<file path="src/rtl/alu_pkg.sv">
package alu_pkg;

  localparam logic [4:0] OP_ADD   = 5'd0;
  localparam logic [4:0] OP_ADDU  = 5'd1;
  localparam logic [4:0] OP_SUB   = 5'd2;
  localparam logic [4:0] OP_SUBU  = 5'd3;
  localparam logic [4:0] OP_ADDI  = 5'd4;
  localparam logic [4:0] OP_ADDIU = 5'd5;
  localparam logic [4:0] OP_AND   = 5'd6;
  localparam logic [4:0] OP_OR    = 5'd7;
  localparam logic [4:0] OP_XOR   = 5'd8;
  localparam logic [4:0] OP_NOR   = 5'd9;
  localparam logic [4:0] OP_ANDI  = 5'd10;
  localparam logic [4:0] OP_ORI   = 5'd11;
  localparam logic [4:0] OP_XORI  = 5'd12;
  localparam logic [4:0] OP_SLL   = 5'd13;
  localparam logic [4:0] OP_SRL   = 5'd14;
  localparam logic [4:0] OP_SRA   = 5'd15;
  localparam logic [4:0] OP_SLLV  = 5'd16;
  localparam logic [4:0] OP_SRLV  = 5'd17;
  localparam logic [4:0] OP_SRAV  = 5'd18;

  typedef enum logic [1:0] {
    UNIT_ARITH,
    UNIT_LOGIC,
    UNIT_SHIFT,
    UNIT_NONE
  } unit_e;

  typedef enum logic [1:0] {
    BSRC_RT,
    BSRC_SEXT,
    BSRC_ZEXT
  } bsrc_e;

  typedef enum logic [1:0] {
    LFN_AND,
    LFN_OR,
    LFN_XOR,
    LFN_NOR
  } lfn_e;

  typedef enum logic [1:0] {
    SHD_LL,
    SHD_RL,
    SHD_RA
  } shd_e;

  typedef struct packed {
    logic  legal;
    unit_e unit;
    bsrc_e bsrc;
    logic  sub;
    logic  trap_en;
    lfn_e  lfn;
    shd_e  shd;
    logic  shvar;
  } ctrl_t;

endpackage

</file>
<file path="src/rtl/alu_decode.sv">
module alu_decode
  import alu_pkg::*;
(
  input  logic [4:0] op,
  output ctrl_t      ctrl
);

  always_comb begin
    ctrl         = '0;
    ctrl.unit    = UNIT_NONE;
    ctrl.bsrc    = BSRC_RT;
    ctrl.lfn     = LFN_AND;
    ctrl.shd     = SHD_LL;
    ctrl.legal   = 1'b1;
    case (op)
      OP_ADD:   begin ctrl.unit = UNIT_ARITH; ctrl.trap_en = 1'b1; end
      OP_ADDU:  begin ctrl.unit = UNIT_ARITH; end
      OP_SUB:   begin ctrl.unit = UNIT_ARITH; ctrl.sub = 1'b1; ctrl.trap_en = 1'b1; end
      OP_SUBU:  begin ctrl.unit = UNIT_ARITH; ctrl.sub = 1'b1; end
      OP_ADDI:  begin ctrl.unit = UNIT_ARITH; ctrl.bsrc = BSRC_SEXT; ctrl.trap_en = 1'b1; end
      OP_ADDIU: begin ctrl.unit = UNIT_ARITH; ctrl.bsrc = BSRC_SEXT; end
      OP_AND:   begin ctrl.unit = UNIT_LOGIC; ctrl.lfn = LFN_AND; end
      OP_OR:    begin ctrl.unit = UNIT_LOGIC; ctrl.lfn = LFN_OR;  end
      OP_XOR:   begin ctrl.unit = UNIT_LOGIC; ctrl.lfn = LFN_XOR; end
      OP_NOR:   begin ctrl.unit = UNIT_LOGIC; ctrl.lfn = LFN_NOR; end
      OP_ANDI:  begin ctrl.unit = UNIT_LOGIC; ctrl.lfn = LFN_AND; ctrl.bsrc = BSRC_ZEXT; end
      OP_ORI:   begin ctrl.unit = UNIT_LOGIC; ctrl.lfn = LFN_OR;  ctrl.bsrc = BSRC_ZEXT; end
      OP_XORI:  begin ctrl.unit = UNIT_LOGIC; ctrl.lfn = LFN_XOR; ctrl.bsrc = BSRC_ZEXT; end
      OP_SLL:   begin ctrl.unit = UNIT_SHIFT; ctrl.shd = SHD_LL; end
      OP_SRL:   begin ctrl.unit = UNIT_SHIFT; ctrl.shd = SHD_RL; end
      OP_SRA:   begin ctrl.unit = UNIT_SHIFT; ctrl.shd = SHD_RA; end
      OP_SLLV:  begin ctrl.unit = UNIT_SHIFT; ctrl.shd = SHD_LL; ctrl.shvar = 1'b1; end
      OP_SRLV:  begin ctrl.unit = UNIT_SHIFT; ctrl.shd = SHD_RL; ctrl.shvar = 1'b1; end
      OP_SRAV:  begin ctrl.unit = UNIT_SHIFT; ctrl.shd = SHD_RA; ctrl.shvar = 1'b1; end
      default:  begin ctrl.legal = 1'b0; end
    endcase
  end

endmodule

</file>
<file path="src/rtl/alu_addsub.sv">
module alu_addsub #(
  parameter int XLEN = 32
) (
  input  logic [XLEN-1:0] a,
  input  logic [XLEN-1:0] b,
  input  logic            sub,
  output logic [XLEN-1:0] sum,
  output logic            ovf
);

  logic [XLEN-1:0] b_eff;

  always_comb begin
    b_eff = sub ? ~b : b;
    sum   = a + b_eff + {{(XLEN-1){1'b0}}, sub};
    // same-sign inputs with a differently signed result means overflow;
    // for subtract the inverted operand turns this into the differing-sign rule
    ovf   = (a[XLEN-1] == b_eff[XLEN-1]) && (sum[XLEN-1] != a[XLEN-1]);
  end

endmodule

</file>
<file path="src/rtl/alu_logic_unit.sv">
module alu_logic_unit
  import alu_pkg::*;
#(
  parameter int XLEN = 32
) (
  input  logic [XLEN-1:0] a,
  input  logic [XLEN-1:0] b,
  input  lfn_e            fn,
  output logic [XLEN-1:0] y
);

  always_comb begin
    case (fn)
      LFN_AND: y = a & b;
      LFN_OR:  y = a | b;
      LFN_XOR: y = a ^ b;
      default: y = ~(a | b);
    endcase
  end

endmodule

</file>
<file path="src/rtl/alu_shift_unit.sv">
module alu_shift_unit
  import alu_pkg::*;
#(
  parameter int XLEN = 32,
  localparam int SHW = $clog2(XLEN)
) (
  input  logic [XLEN-1:0] a,
  input  logic [SHW-1:0]  amt,
  input  shd_e            dir,
  output logic [XLEN-1:0] y
);

  always_comb begin
    case (dir)
      SHD_LL:  y = a << amt;
      SHD_RL:  y = a >> amt;
      default: y = $unsigned($signed(a) >>> amt);
    endcase
  end

endmodule

</file>
<file path="src/rtl/alu_core.sv">
module alu_core
  import alu_pkg::*;
#(
  parameter int XLEN = 32,
  parameter int IMMW = 16,
  localparam int SHW = $clog2(XLEN)
) (
  input  logic            clk,
  input  logic            rst_n,
  input  logic            in_valid,
  output logic            in_ready,
  input  logic [4:0]      in_op,
  input  logic [XLEN-1:0] in_rs,
  input  logic [XLEN-1:0] in_rt,
  input  logic [IMMW-1:0] in_imm,
  input  logic [SHW-1:0]  in_shamt,
  output logic            out_valid,
  input  logic            out_ready,
  output logic [XLEN-1:0] out_result,
  output logic            out_trap,
  output logic            out_wren
);

  localparam int EXTW = XLEN - IMMW;

  ctrl_t           ctrl;
  logic [XLEN-1:0] imm_sext, imm_zext, opb;
  logic [XLEN-1:0] sum, lres, sres;
  logic            ovf;
  logic [SHW-1:0]  shamt;
  logic [XLEN-1:0] nxt_result;
  logic            nxt_trap, nxt_wren;
  logic            accept;

  alu_decode u_dec (.op(in_op), .ctrl(ctrl));

  always_comb begin
    imm_sext = {{EXTW{in_imm[IMMW-1]}}, in_imm};
    imm_zext = {{EXTW{1'b0}}, in_imm};
    case (ctrl.bsrc)
      BSRC_SEXT: opb = imm_sext;
      BSRC_ZEXT: opb = imm_zext;
      default:   opb = in_rt;
    endcase
    shamt = ctrl.shvar ? in_rt[SHW-1:0] : in_shamt;
  end

  alu_addsub #(.XLEN(XLEN)) u_add (
    .a(in_rs), .b(opb), .sub(ctrl.sub), .sum(sum), .ovf(ovf)
  );

  alu_logic_unit #(.XLEN(XLEN)) u_log (
    .a(in_rs), .b(opb), .fn(ctrl.lfn), .y(lres)
  );

  alu_shift_unit #(.XLEN(XLEN)) u_shf (
    .a(in_rs), .amt(shamt), .dir(ctrl.shd), .y(sres)
  );

  always_comb begin
    case (ctrl.unit)
      UNIT_ARITH: nxt_result = sum;
      UNIT_LOGIC: nxt_result = lres;
      UNIT_SHIFT: nxt_result = sres;
      default:    nxt_result = '0;
    endcase
    nxt_trap = ctrl.legal && (ctrl.unit == UNIT_ARITH) && ctrl.trap_en && ovf;
    nxt_wren = ctrl.legal && !nxt_trap;
  end

  assign in_ready = !out_valid || out_ready;
  assign accept   = in_valid && in_ready;

  always_ff @(posedge clk) begin
    if (!rst_n) begin
      out_valid  <= 1'b0;
      out_result <= '0;
      out_trap   <= 1'b0;
      out_wren   <= 1'b0;
    end else if (accept) begin
      out_valid  <= 1'b1;
      out_result <= nxt_result;
      out_trap   <= nxt_trap;
      out_wren   <= nxt_wren;
    end else if (out_ready) begin
      out_valid  <= 1'b0;
    end
  end

endmodule

</file>
<file path="config.mk">
export PLATFORM = sky130hd
export DESIGN_NAME = alu_core
export DESIGN_NICKNAME = d
export VERILOG_FILES = /design/src/rtl/alu_pkg.sv /design/src/rtl/alu_decode.sv /design/src/rtl/alu_addsub.sv /design/src/rtl/alu_logic_unit.sv /design/src/rtl/alu_shift_unit.sv /design/src/rtl/alu_core.sv
export SDC_FILE = /design/constraint.sdc
export NUM_CORES = 1
export LEC_CHECK = 0
export BUFFER_PORTS_ARGS = -buffer_cell sky130_fd_sc_hd__clkbuf_2
export CAP_MARGIN = 25
export CELL_PAD_IN_SITES_DETAIL_PLACEMENT = 0
export CELL_PAD_IN_SITES_GLOBAL_PLACEMENT = 1
export CORE_MARGIN = 2
export CORE_UTILIZATION = 25
export CTS_CLUSTER_SIZE = 10
export DETAILED_ROUTE_END_ITERATION = 10
export GPL_TIMING_DRIVEN = 1
export MAX_ROUTING_LAYER = met4
export PLACE_DENSITY = 0.59
export RECOVER_POWER = 25
export SYNTH_ARGS = -nofsm -noshare
export SYNTH_HDL_FRONTEND = slang
export SYNTH_HIERARCHICAL = 1
export SYNTH_SLANG_ARGS = --single-unit
</file>
<file path="constraint.sdc">
create_clock -name clk -period 11.7 [get_ports clk]
set_input_delay 1.17 -clock clk [delete_from_list [all_inputs] [get_ports clk]]
set_output_delay 1.17 -clock clk [all_outputs]
set_load 0.005 [all_outputs]
</file>
==> results of run 1 <==
==> worst max path at each step <==
stage / start / cells after the start / to / slack, ns
CTS: in_op[1] / 19 / out_result[28] / 5.41
finish: in_op[1] / 19 / out_result[28] / 5.33
floorplan: in_op[0] / 21 / out_wren / 6.40
detailed placement: in_op[1] / 19 / out_trap / 5.12
global placement: in_op[1] / 19 / out_result[28] / 5.17
global route: in_op[1] / 20 / out_result[24] / 5.07
==> cell usage after synthesis (17+ instances only) <==
| master | number | area, sq um |
|---|---|---|
| sky130_fd_sc_hd__nand2_1 | 183 | 687 |
| sky130_fd_sc_hd__ha_1 | 96 | 1200 |
| sky130_fd_sc_hd__inv_1 | 83 | 312 |
| sky130_fd_sc_hd__mux2i_1 | 73 | 731 |
| sky130_fd_sc_hd__o21ai_0 | 73 | 365 |
| sky130_fd_sc_hd__nor2_1 | 69 | 259 |
| sky130_fd_sc_hd__a21oi_1 | 62 | 310 |
| sky130_fd_sc_hd__clkbuf_1 | 56 | 210 |
| sky130_fd_sc_hd__mux4_2 | 50 | 1130 |
| sky130_fd_sc_hd__xor2_1 | 43 | 377 |
| sky130_fd_sc_hd__o21ai_1 | 42 | 210 |
| sky130_fd_sc_hd__nand3b_1 | 36 | 270 |
| sky130_fd_sc_hd__dfxtp_1 | 35 | 701 |
| sky130_fd_sc_hd__o2111ai_1 | 34 | 298 |
| sky130_fd_sc_hd__o211a_1 | 32 | 320 |
| sky130_fd_sc_hd__buf_2 | 31 | 155 |
| sky130_fd_sc_hd__mux2_4 | 30 | 450 |
| sky130_fd_sc_hd__mux2_2 | 26 | 293 |
| sky130_fd_sc_hd__nand3_1 | 25 | 125 |
| sky130_fd_sc_hd__o211ai_1 | 19 | 143 |
| sky130_fd_sc_hd__buf_6 | 17 | 191 |
==> stage by stage <==
step / hold slack [ns] / cell area (sq um) / power [mW] / util [%] / setup WS [ns]
6_report: 0.456 / 12100 / 0.923 / 27.4 / 5.33
5_1_grt: 0.480 / 12100 / 0.986 / 27.4 / 5.07
4_1_cts: 0.457 / 12100 / 0.922 / 27.4 / 5.41
3_5_place_dp: 0.445 / 12000 / 0.777 / 27.1 / 5.12
3_3_place_gp: 0.442 / 12000 / 0.775 / 27.1 / 5.17
2_1_floorplan: 0.445 / 11200 / 0.595 / - / 6.40
==> cell families (layout without fill, tap and decap cells) <==
| family | after synthesis | count (layout) | share of synthesized area [%] |
|---|---|---|---|
| AND/OR/NAND/NOR | 412 | 412 | 18.2 |
| multiplexers | 193 | 193 | 24.8 |
| buffers and inverters | 215 | 240 | 9.73 |
| XOR/XNOR | 59 | 59 | 4.62 |
| adder cells (fa/ha/maj) | 97 | 97 | 10.9 |
| flip-flops | 35 | 35 | 6.27 |
| AO/OA/AOI/OAI | 408 | 408 | 25.5 |
==> power groups by stage <==
stage / sequential [mW] / clock, mW / combinational (mW)
after floorplan: 0.138 / 0 / 0.458
after global placement: 0.139 / 0 / 0.636
after detailed placement: 0.139 / 0 / 0.638
after CTS: 0.137 / 0.145 / 0.640
after global routing: 0.137 / 0.149 / 0.699
final: 0.136 / 0.140 / 0.647
==> flip-flops by register name, indices dropped and copies added, names as in the netlist <==
register and cells:
out_result 32, out_trap 1, out_valid 1, out_wren 1
==> layer usage <==
| layer | track usage, % | routed length, um | part of all wire (%) |
|---|---|---|---|
| met1 | 25.6 | 20500 | 45 |
| met2 | 32.2 | 21700 | 48 |
| met3 | 1.10 | 2140 | 4.7 |
| met4 | 5.33 | 1190 | 2.6 |
| met5 | - | 0 | 0 |
==> area by class of cell <==
cell class,instances,area [sq um],area share (%)
clock buffer,5,125,1.03
clock inverter,3,25.0,0.206
inverter,86,323,2.66
multi-input combinational,1169,9450,77.9
sequential,35,701,5.78
tap,592,741,6.11
timing repair buffer,146,759,6.27
==> cell usage in the layout, fill, tap and decap left out, types with 36 or more instances in the layout <==
| master | netlist | routed |
|---|---|---|
| sky130_fd_sc_hd__inv_1 | 83 | 83 |
| sky130_fd_sc_hd__nor2_1 | 69 | 69 |
| sky130_fd_sc_hd__o21ai_1 | 42 | 42 |
| sky130_fd_sc_hd__xor2_1 | 43 | 43 |
| sky130_fd_sc_hd__a21oi_1 | 62 | 61 |
| sky130_fd_sc_hd__o21ai_0 | 73 | 73 |
| sky130_fd_sc_hd__nand3b_1 | 36 | 36 |
| sky130_fd_sc_hd__clkbuf_2 | 1 | 118 |
| sky130_fd_sc_hd__mux4_2 | 50 | 50 |
| sky130_fd_sc_hd__ha_1 | 96 | 96 |
| sky130_fd_sc_hd__mux2i_1 | 73 | 73 |
| sky130_fd_sc_hd__nand2_1 | 183 | 182 |
==> worst register-to-register path, stage by stage (launching register included) <==
cell and delay, ns:
sky130_fd_sc_hd__dfxtp_1 0.34, sky130_fd_sc_hd__nand2b_4 0.41, sky130_fd_sc_hd__o2111ai_1 0.42, sky130_fd_sc_hd__o211a_1 0.31
==> tab_implementation.tex, run 1 <==
\begin{tabular}{lr}
\hline
Metric & Value \\
\hline
\multicolumn{2}{l}{\textbf{Status}} \\
Outcome & complete, but fails checks \\
Violated checks & max-capacitance violations, max-slew violations \\
\multicolumn{2}{l}{\textbf{STA}} \\
Pins over their slew limit & 36 \\
Number of setup violations in the final report & 0 \\
Unrepaired setup endpoints after global routing & false \\
Layout Skew & 0.00820 ns \\
Final clock period utilization by the worst path & 54.4\% \\
Minimum clock period after layout & 6.37 ns \\
Setup Total Neg Slack & 0 ns \\
Highest Clock Rate & between 150 and 200 MHz \\
Remaining max-slew budget at the tightest pin & -42.6\% \\
Transition time at the pin with the least slew margin & 2.14 ns \\
Total count of hold-check failures in the final report & 0 \\
\multicolumn{2}{l}{\textbf{Global routing}} \\
Total routing resource utilization after global routing & roughly a fifth \\
Number of global-route vias before repair & around 11k \\
Pin count of the biggest net entering global routing & between 70 and 80 \\
Global-route congestion overflow total & 0 \\
Wire length of the first global-routing pass & a little under 70 mm \\
Initial antenna violation count & 0 \\
\multicolumn{2}{l}{\textbf{Min path}} \\
Worst min-delay path category & reg -> reg \\
Hold Path Depth & 2 \\
Beginning of the worst hold path & out\_wren \\
Worst Hold Path EP & out\_wren \\
\multicolumn{2}{l}{\textbf{Die}} \\
Die Span Y & roughly 220 um \\
I/O pin count & 130 \\
Width of the die & 216 um \\
Initial cell density of the core & approximately 25\% \\
Floorplan Core Area & 44200 sq um \\
Die area & 46400 sq um \\
\# rows & between 70 and 80 \\
\multicolumn{2}{l}{\textbf{Worst setup path}} \\
Kind of start point of the critical path & input pin \\
Required time of the worst setup path & 11.93 ns \\
R2r startpoint & out\_valid \\
Critical path, cell by cell & clkbuf\_2 -> or3b\_1 -> a21oi\_1 -> ha\_1 -> buf\_4 -> nor2\_2 -> a22o\_1 -> xor2\_1 -> ha\_1 -> a21o\_1 -> or3\_1 -> o211ai\_2 -> o21ai\_1 -> a221o\_1 -> a221oi\_2 -> xnor2\_1 -> mux2i\_1 -> o2111ai\_1 -> o211a\_1 \\
Family with the most delay on the worst path & compound AO/OA/AOI/OAI gates \\
Cells on worst reg2reg path & 3 \\
Count of buffering cells on the critical path with inverters included & 2 \\
Type of element capturing the critical path & flop \\
Largest fanout on the critical path & 35 \\
Library cell appearing most often on the critical path & sky130\_fd\_sc\_hd\_\_ha\_1 \\
Reg-to-Reg End & out\_result[27] \\
Kind of critical path & in -> reg \\
Crit-path max cell delay & 0.68 ns \\
Internal reg-to-reg setup slack & between 10 and 15 ns \\
Highest-delay cell along the critical path & sky130\_fd\_sc\_hd\_\_nor2\_2 \\
Arrival time of the worst setup path & $\sim$6.6 ns \\
\multicolumn{2}{l}{\textbf{Route}} \\
Post-detailed-route count of antenna-violating nets & 0 \\
Number of vias per cell after detailed routing & about 5.6 \\
Total via count in the routed design & $\sim$11k \\
Length of the first detailed-routing pass in iterations & 5 \\
Routed length per placed instance & $\sim$22 um \\
\# DRC & 0 \\
Drt first-iter violations & 951 \\
Wire length reported by the detailed router & between 40 and 50 mm \\
\multicolumn{2}{l}{\textbf{Yosys}} \\
Count of distinct cell types in the synthesized netlist & 95 \\
Proportion of register bits with asynchronous set or reset after synthesis & 0\% \\
Yosys warning count & 6 \\
Synthesized net count & around 1.6k \\
Post-synth top flop & sky130\_fd\_sc\_hd\_\_dfxtp\_1 \\
Mean post-synth cell area & just under 8 sq um \\
Post-Syn Instances & about 1.4k \\
EDFF count, synth & 0 \\
Seq/Total Area, Yosys & 6.27\% \\
Cell area after technology mapping & 11200 sq um \\
Register bit count reported by yosys & 35 \\
\multicolumn{2}{l}{\textbf{Run}} \\
Max-cap viol count & 1 \\
\multicolumn{2}{l}{\textbf{Clock tree}} \\
\# clock sinks & 35 \\
Clock network latency to the later pin of the worst-skew pair & $\sim$0.29 ns \\
Number of buffers created by CTS & 5 \\
Setup bufs post-CTS & 0 \\
Clock edge transition at the registers on the reported setup and hold paths & approximately 0.06 ns \\
Deepest clock path buffer count & 2 \\
Clock tree root buffer cell & sky130\_fd\_sc\_hd\_\_clkbuf\_16 \\
H-tree depth & 2 \\
Cts-stage hold buffer count & 0 \\
Clock tree from TritonCTS & built \\
Number of gates resized after CTS & 0 \\
\multicolumn{2}{l}{\textbf{Place}} \\
IO Port Bufs & approximately 130 \\
Half-perimeter wire length after placement & approximately 34 mm \\
Global placer's final weighted congestion & 0.928 \\
Number of instances in the placed design & roughly 2k \\
\multicolumn{2}{l}{\textbf{Pwr}} \\
Power density over cell area & about 76 nW/um\^{}2 \\
Pleak & 5.45 nW \\
Clock power frac & roughly 15\% \\
Peak VDD IR & roughly 0.000058 V \\
Cell-internal power & roughly 0.47 mW \\
Part of the power in combinational logic & 70.1\% \\
Fraction of power spent switching nets & 49.3\% \\
Power share of the sequential group & roughly 15\% \\
Net switching power figure & between 0.4 and 0.5 mW \\
\multicolumn{2}{l}{\textbf{Layout}} \\
Antenna diode count & 0 \\
Proportion of layout cells with a drive suffix above 1 & around a fifth \\
Net count reported at finish & around 1.6k \\
Final-layout fill cell count & $\sim$4.8k \\
Area growth from synthesis to layout & 8.39\% \\
Number of non-filler instances in the completed layout & approximately 2.0k \\
\hline
\end{tabular}
No activity file was read; power rests on OpenSTA's default activity.
==> inputs of run 2 (changes only) <==
Settings changed: PLACE_DENSITY 0.59 to 0.61.
Clock period 11.7 ns to 5.6 ns, I/O delays scaled along.
==> run 2 against run 1 <==
Effect of this change: the run now ends clean; core utilization is 0.45 points higher; sequential power is 110% higher; sequential cell count stayed put; global-route usage hardly changed; register-to-register slack worse by 6.0 ns; clock-buffer cell count is 3 higher; via count is 0.45% lower; worst hold slack better by 0.0045 ns; critical path type unchanged; critical endpoint is now out_result[26]; highest routed layer unchanged.
==> tab_implementation.tex, run 2 (same netlist as run 1, synthesis figures left out) <==
\begin{tabular}{lr}
\hline
Metric & Value \\
\hline
\multicolumn{2}{l}{\textbf{Status}} \\
Outcome & complete, no violations \\
\multicolumn{2}{l}{\textbf{STA}} \\
Minimum clock period after layout & around 5.2 ns \\
Unrepaired setup endpoints after global routing & false \\
Number of setup violations in the final report & 0 \\
Transition time at the pin with the least slew margin & 0.937 ns \\
Final clock period utilization by the worst path & 92.3\% \\
Total count of hold-check failures in the final report & 0 \\
Highest Clock Rate & about 190 MHz \\
Setup Total Neg Slack & 0 ns \\
Layout Skew & 0.00403 ns \\
Pins over their slew limit & 0 \\
Remaining max-slew budget at the tightest pin & 35.9\% \\
\multicolumn{2}{l}{\textbf{Clock tree}} \\
Cts-stage hold buffer count & 0 \\
Clock edge transition at the registers on the reported setup and hold paths & roughly 0.06 ns \\
Number of buffers created by CTS & 5 \\
Deepest clock path buffer count & 2 \\
Clock tree root buffer cell & sky130\_fd\_sc\_hd\_\_clkbuf\_16 \\
H-tree depth & 2 \\
Number of gates resized after CTS & 0 \\
Clock tree from TritonCTS & built \\
Setup bufs post-CTS & 0 \\
\# clock sinks & 35 \\
Clock network latency to the later pin of the worst-skew pair & roughly 0.29 ns \\
\multicolumn{2}{l}{\textbf{Place}} \\
Number of instances in the placed design & 2048 \\
IO Port Bufs & about 130 \\
Half-perimeter wire length after placement & 34.7 mm \\
Global placer's final weighted congestion & about 0.9 \\
\multicolumn{2}{l}{\textbf{Global routing}} \\
Initial antenna violation count & 0 \\
Number of global-route vias before repair & 11.1k \\
Global-route congestion overflow total & 0 \\
Pin count of the biggest net entering global routing & 97 \\
Wire length of the first global-routing pass & 68.6 mm \\
Total routing resource utilization after global routing & between 10\% and 20\% \\
\multicolumn{2}{l}{\textbf{Worst setup path}} \\
Type of element capturing the critical path & flop \\
Kind of start point of the critical path & input pin \\
Kind of critical path & in -> reg \\
Largest fanout on the critical path & 34 \\
Required time of the worst setup path & 5.78 ns \\
Arrival time of the worst setup path & 5.35 ns \\
\multicolumn{2}{l}{\textbf{Pwr}} \\
Cell-internal power & between 1 and 1.5 mW \\
Net switching power figure & 0.936 mW \\
Power share of the sequential group & approximately 14\% \\
Fraction of power spent switching nets & between 40\% and 50\% \\
Peak VDD IR & around 0.00017 V \\
Power density over cell area & roughly 160 nW/um\^{}2 \\
Total power consumption of the routed design & between 1.5 and 2 mW \\
Pleak & roughly 5.6 nW \\
Clock power frac & between 15 and 20\% \\
Part of the power in combinational logic & between 70 and 80\% \\
\multicolumn{2}{l}{\textbf{Route}} \\
\# DRC & 0 \\
Length of the first detailed-routing pass in iterations & 5 \\
Routed length per placed instance & around 22 um \\
Wire length reported by the detailed router & between 40 and 50 mm \\
Number of vias per cell after detailed routing & 5.51 \\
Total via count in the routed design & 11.3k \\
Post-detailed-route count of antenna-violating nets & 0 \\
Drt first-iter violations & just under 900 \\
\multicolumn{2}{l}{\textbf{Layout}} \\
Proportion of layout cells with a drive suffix above 1 & between 20\% and 30\% \\
Register ranked first by flip-flop count & out\_result \\
Number of non-filler instances in the completed layout & 2056 \\
Number of flip-flops under the largest register name & 32 \\
Net count reported at finish & between 1.5k and 2k \\
Most common cell after layout, fill and taps aside & sky130\_fd\_sc\_hd\_\_nand2\_1 \\
Leading cell types in the layout, fill and taps excluded & sky130\_fd\_sc\_hd\_\_nand2\_1, sky130\_fd\_sc\_hd\_\_clkbuf\_2, sky130\_fd\_sc\_hd\_\_ha\_1 \\
Final Core Density & around 28\% \\
Area growth from synthesis to layout & 10.2\% \\
Final-layout fill cell count & around 4.8k \\
Antenna diode count & 0 \\
\multicolumn{2}{l}{\textbf{Die}} \\
Die area & 46400 sq um \\
Die Span Y & $\sim$220 um \\
Initial cell density of the core & 25.3\% \\
\# rows & 77 \\
I/O pin count & 130 \\
Width of the die & 216 um \\
Floorplan Core Area & between 40000 and 50000 sq um \\
\multicolumn{2}{l}{\textbf{Run}} \\
Max-cap viol count & 0 \\
\multicolumn{2}{l}{\textbf{Min path}} \\
Worst min-delay path category & reg -> reg \\
\hline
\end{tabular}
run 2: changes by cell type in the layout (fill, tap and decap cells not counted), sizes merged:
cell / delta
clkbuf: +2
buf: +21
clkinv: -2
clkinvlp: -1
run 2: stage by stage:
stage,hold slack (ns),setup WS [ns],cell area (sq um)
floorplan,0.445,0.908,11200
global placement,0.456,0.141,12200
detailed placement,0.449,-0.0196,12200
CTS,0.462,0.262,12300
global route,0.472,0.0723,12300
finish,0.460,0.431,12300
run 2: power by group through the flow:
stage | Combinational (mW) | Clock [mW] | Sequential (mW)
floorplan | 0.956 | 0 | 0.288
global placement | 1.35 | 0 | 0.289
detailed placement | 1.35 | 0 | 0.289
CTS | 1.36 | 0.307 | 0.284
global route | 1.49 | 0.313 | 0.286
finish | 1.37 | 0.300 | 0.283
run 2: critical path, cell delays in order:
cell,delay [ns]
sky130_fd_sc_hd__clkbuf_2,0.19
sky130_fd_sc_hd__or3b_1,0.40
sky130_fd_sc_hd__a21oi_1,0.23
sky130_fd_sc_hd__ha_1,0.21
sky130_fd_sc_hd__buf_4,0.41
sky130_fd_sc_hd__nand3b_1,0.17
sky130_fd_sc_hd__buf_4,0.24
sky130_fd_sc_hd__nand2_1,0.18
sky130_fd_sc_hd__xor2_1,0.18
sky130_fd_sc_hd__ha_1,0.41
sky130_fd_sc_hd__a21oi_1,0.32
sky130_fd_sc_hd__o21ai_0,0.22
sky130_fd_sc_hd__or3_1,0.34
sky130_fd_sc_hd__o21ai_1,0.41
sky130_fd_sc_hd__o311ai_1,0.19
sky130_fd_sc_hd__xor2_1,0.17
sky130_fd_sc_hd__mux2i_1,0.17
sky130_fd_sc_hd__o2111ai_1,0.13
sky130_fd_sc_hd__o211a_1,0.19
run 2: routing by layer:
metal,vias up,track usage [%],wire [um]
met2,379,32.5,21600
met5,-,-,0
met4,0,4.30,939
met1,5559,25.5,20300
li1,5335,-,-
met3,52,1.34,2120
run 2: cell type report:
| class | count | area [sq um] | area share [%] |
|---|---|---|---|
| Timing Repair Buffer | 166 | 948 | 7.70 |
| Tap cell | 592 | 741 | 6.01 |
| Clock buffer | 8 | 156 | 1.27 |
| Multi-Input combinational cell | 1169 | 9450 | 76.7 |
| Inverter | 86 | 323 | 2.62 |
| Sequential cell | 35 | 701 | 5.69 |
run 2: worst paths after layout:
path                                 from        endpoint  slack [ns]  cells after the start
worst min register to register   out_wren        out_wren        0.46                      2
worst min-delay path             out_wren        out_wren        0.46                      2
worst max-delay path             in_op[1]  out_result[26]        0.43                     19
worst max register to register  out_valid   out_result[2]        4.09                      3
==> inputs of run 3 (changes only) <==
Settings changed: CORE_UTILIZATION 25 to 41, PLACE_DENSITY 0.61 to 0.87.
==> run 3 against run 2 <==
Effect of this change: the flow now finishes with violations (max-capacitance violations, max-slew violations); fmax increased by 3.6%; clock skew about the same; core utilization increased by 17 points; routed wire length decreased by 9.3%; clock power decreased by 6%; first-iteration DRC count increased by 30%; final cell count decreased by 12%; worst hold slack improved by 0.022 ns; via count increased by 1.8%; critical path depth unchanged; critical path type unchanged; critical endpoint unchanged; largest cell class unchanged; largest power group unchanged.
==> tab_implementation.tex, run 3 (same netlist as run 1, synthesis figures left out) <==
\begin{tabular}{lr}
\hline
Metric & Value \\
\hline
\multicolumn{2}{l}{\textbf{STA}} \\
Setup Total Neg Slack & 0 ns \\
Remaining max-slew budget at the tightest pin & -24.1\% \\
Number of setup violations in the final report & 0 \\
Transition time at the pin with the least slew margin & around 1.9 ns \\
Total count of hold-check failures in the final report & 0 \\
Minimum clock period after layout & 4.99 ns \\
Worst hold margin & around 0.48 ns \\
Final clock period utilization by the worst path & 89.1\% \\
Pins over their slew limit & 36 \\
Unrepaired setup endpoints after global routing & false \\
Highest Clock Rate & 200 MHz \\
Layout Skew & about 0.0038 ns \\
\multicolumn{2}{l}{\textbf{Worst setup path}} \\
Arrival time of the worst setup path & 5.17 ns \\
Largest fanout on the critical path & 14 \\
Crit-path max cell delay & 0.43 ns \\
Required time of the worst setup path & a little under 6 ns \\
Library cell appearing most often on the critical path & sky130\_fd\_sc\_hd\_\_xor2\_1 \\
Critical path, cell by cell & clkbuf\_2 -> or3b\_1 -> a21oi\_1 -> ha\_1 -> nor2\_2 -> a22o\_1 -> xor2\_1 -> inv\_1 -> fa\_1 -> nor2b\_1 -> o31a\_1 -> o211ai\_2 -> o211ai\_1 -> o21ai\_1 -> o311ai\_1 -> xor2\_1 -> mux2i\_1 -> o2111ai\_1 -> o211a\_1 \\
Kind of start point of the critical path & input pin \\
Type of element capturing the critical path & flop \\
Kind of critical path & in -> reg \\
Highest-delay cell along the critical path & sky130\_fd\_sc\_hd\_\_fa\_1 \\
\multicolumn{2}{l}{\textbf{Place}} \\
Global placer's final weighted congestion & around 1 \\
Half-perimeter wire length after placement & about 31 mm \\
IO Port Bufs & between 100 and 150 \\
\multicolumn{2}{l}{\textbf{Route}} \\
\# DRC & 0 \\
Routed length per placed instance & 22.6 um \\
Drt first-iter violations & roughly 1.2k \\
Length of the first detailed-routing pass in iterations & 6 \\
Wire length reported by the detailed router & around 41 mm \\
Post-detailed-route count of antenna-violating nets & 0 \\
Total via count in the routed design & 11.5k \\
Number of vias per cell after detailed routing & about 6.4 \\
\multicolumn{2}{l}{\textbf{Run}} \\
Max-cap viol count & 1 \\
\multicolumn{2}{l}{\textbf{Die}} \\
I/O pin count & 130 \\
Width of the die & around 170 um \\
Floorplan Core Area & 26900 sq um \\
\# rows & 60 \\
Die Span Y & 169 um \\
Initial cell density of the core & 41.6\% \\
Die area & roughly 29000 sq um \\
\multicolumn{2}{l}{\textbf{Pwr}} \\
Power density over cell area & approximately 160 nW/um\^{}2 \\
Peak VDD IR & 0.000236 V \\
Pleak & 5.59 nW \\
Total power consumption of the routed design & 1.93 mW \\
\multicolumn{2}{l}{\textbf{Clock tree}} \\
Cts-stage hold buffer count & 0 \\
Clock tree root buffer cell & sky130\_fd\_sc\_hd\_\_clkbuf\_16 \\
Number of buffers created by CTS & 5 \\
Deepest clock path buffer count & 2 \\
\# clock sinks & 35 \\
Number of gates resized after CTS & 0 \\
Clock edge transition at the registers on the reported setup and hold paths & 0.06 ns \\
Clock network latency to the later pin of the worst-skew pair & around 0.29 ns \\
Setup bufs post-CTS & 0 \\
Clock tree from TritonCTS & built \\
H-tree depth & 2 \\
\multicolumn{2}{l}{\textbf{Layout}} \\
Area growth from synthesis to layout & 7.72\% \\
Net count reported at finish & 1656 \\
Leading cell types in the layout, fill and taps excluded & sky130\_fd\_sc\_hd\_\_nand2\_1, sky130\_fd\_sc\_hd\_\_clkbuf\_2, sky130\_fd\_sc\_hd\_\_ha\_1 \\
Proportion of layout cells with a drive suffix above 1 & around a fifth \\
Multi-input logic area & between 9000 and 10000 sq um \\
Most common cell after layout, fill and taps aside & sky130\_fd\_sc\_hd\_\_nand2\_1 \\
Reg area & 701 sq um \\
Final-layout fill cell count & approximately 2.7k \\
Register ranked first by flip-flop count & out\_result \\
Number of flip-flops under the largest register name & 32 \\
Antenna diode count & 0 \\
\multicolumn{2}{l}{\textbf{Global routing}} \\
Wire length of the first global-routing pass & around 63 mm \\
Pin count of the biggest net entering global routing & 97 \\
Number of global-route vias before repair & 10.9k \\
Global-route congestion overflow total & 0 \\
Total routing resource utilization after global routing & between 20\% and 30\% \\
Initial antenna violation count & 0 \\
\multicolumn{2}{l}{\textbf{Status}} \\
Outcome & complete, but fails checks \\
Violated checks & max-capacitance violations, max-slew violations \\
\multicolumn{2}{l}{\textbf{Min path}} \\
Worst min-delay path category & reg -> reg \\
\hline
\end{tabular}
## run 3: cell types whose count changed in the layout (fill, tap and decap cells not counted), moves of 2 or more
cell | before | now
sky130_fd_sc_hd__clkbuf_1 | 10 | 8
sky130_fd_sc_hd__clkbuf_8 | 2 | 0
sky130_fd_sc_hd__clkbuf_2 | 119 | 121
sky130_fd_sc_hd__buf_12 | 3 | 6
sky130_fd_sc_hd__clkinvlp_4 | 0 | 2
## run 3: worst max-delay path, delay by kind of cell
kind,cells,cell delay [ns]
muxes,1,0.14
xor gates and xnor gates,2,0.34
and+or+nand+nor,3,0.99
buffers and inverters,2,0.28
adders and majority gates,2,0.74
AOI/OAI and AO/OA,9,2.12
## run 3: cell type report
cell class,instances,area share [%]
multi-input combinational,1169,78.4
timing repair buffer,168,8.33
sequential,35,5.82
tap,341,3.54
inverter,86,2.68
clock buffer,5,1.04
clock inverter,3,0.166
## run 3: stage by stage
stage          util [%]  instance area, sq um  worst slack [ns]  instances
3_3_place_gp       44.2                 11900             0.488       1798
3_5_place_dp       44.2                 11900             0.389       1798
2_1_floorplan         -                 11200             0.908       1419
4_1_cts            44.8                 12000             0.658       1806
5_1_grt            44.8                 12000             0.173       1807
6_report           44.8                 12000             0.610       1807
## run 3: per-layer routing
metal	GRT usage (%)	part of all wire, %
met4	7.99	2.7
met2	45.6	46
met3	4.01	8.0
met5	-	0
met1	37.8	43
## run 3: power by group
part	total, mW	switching, mW	leakage (nW)	internal (mW)
Sequential	0.285	0.0147	0.289	0.270
Clock	0.282	0.118	0.0658	0.164
Combinational	1.36	0.798	5.24	0.561
## run 3: path summary, 6_finish.rpt
path | start | end | slack (ns) | cells after the start
max | in_op[1] | out_result[26] | 0.61 | 19
min | out_wren | out_wren | 0.48 | 2
max reg2reg | out_valid | out_wren | 4.13 | 3
min reg2reg | out_wren | out_wren | 0.48 | 2
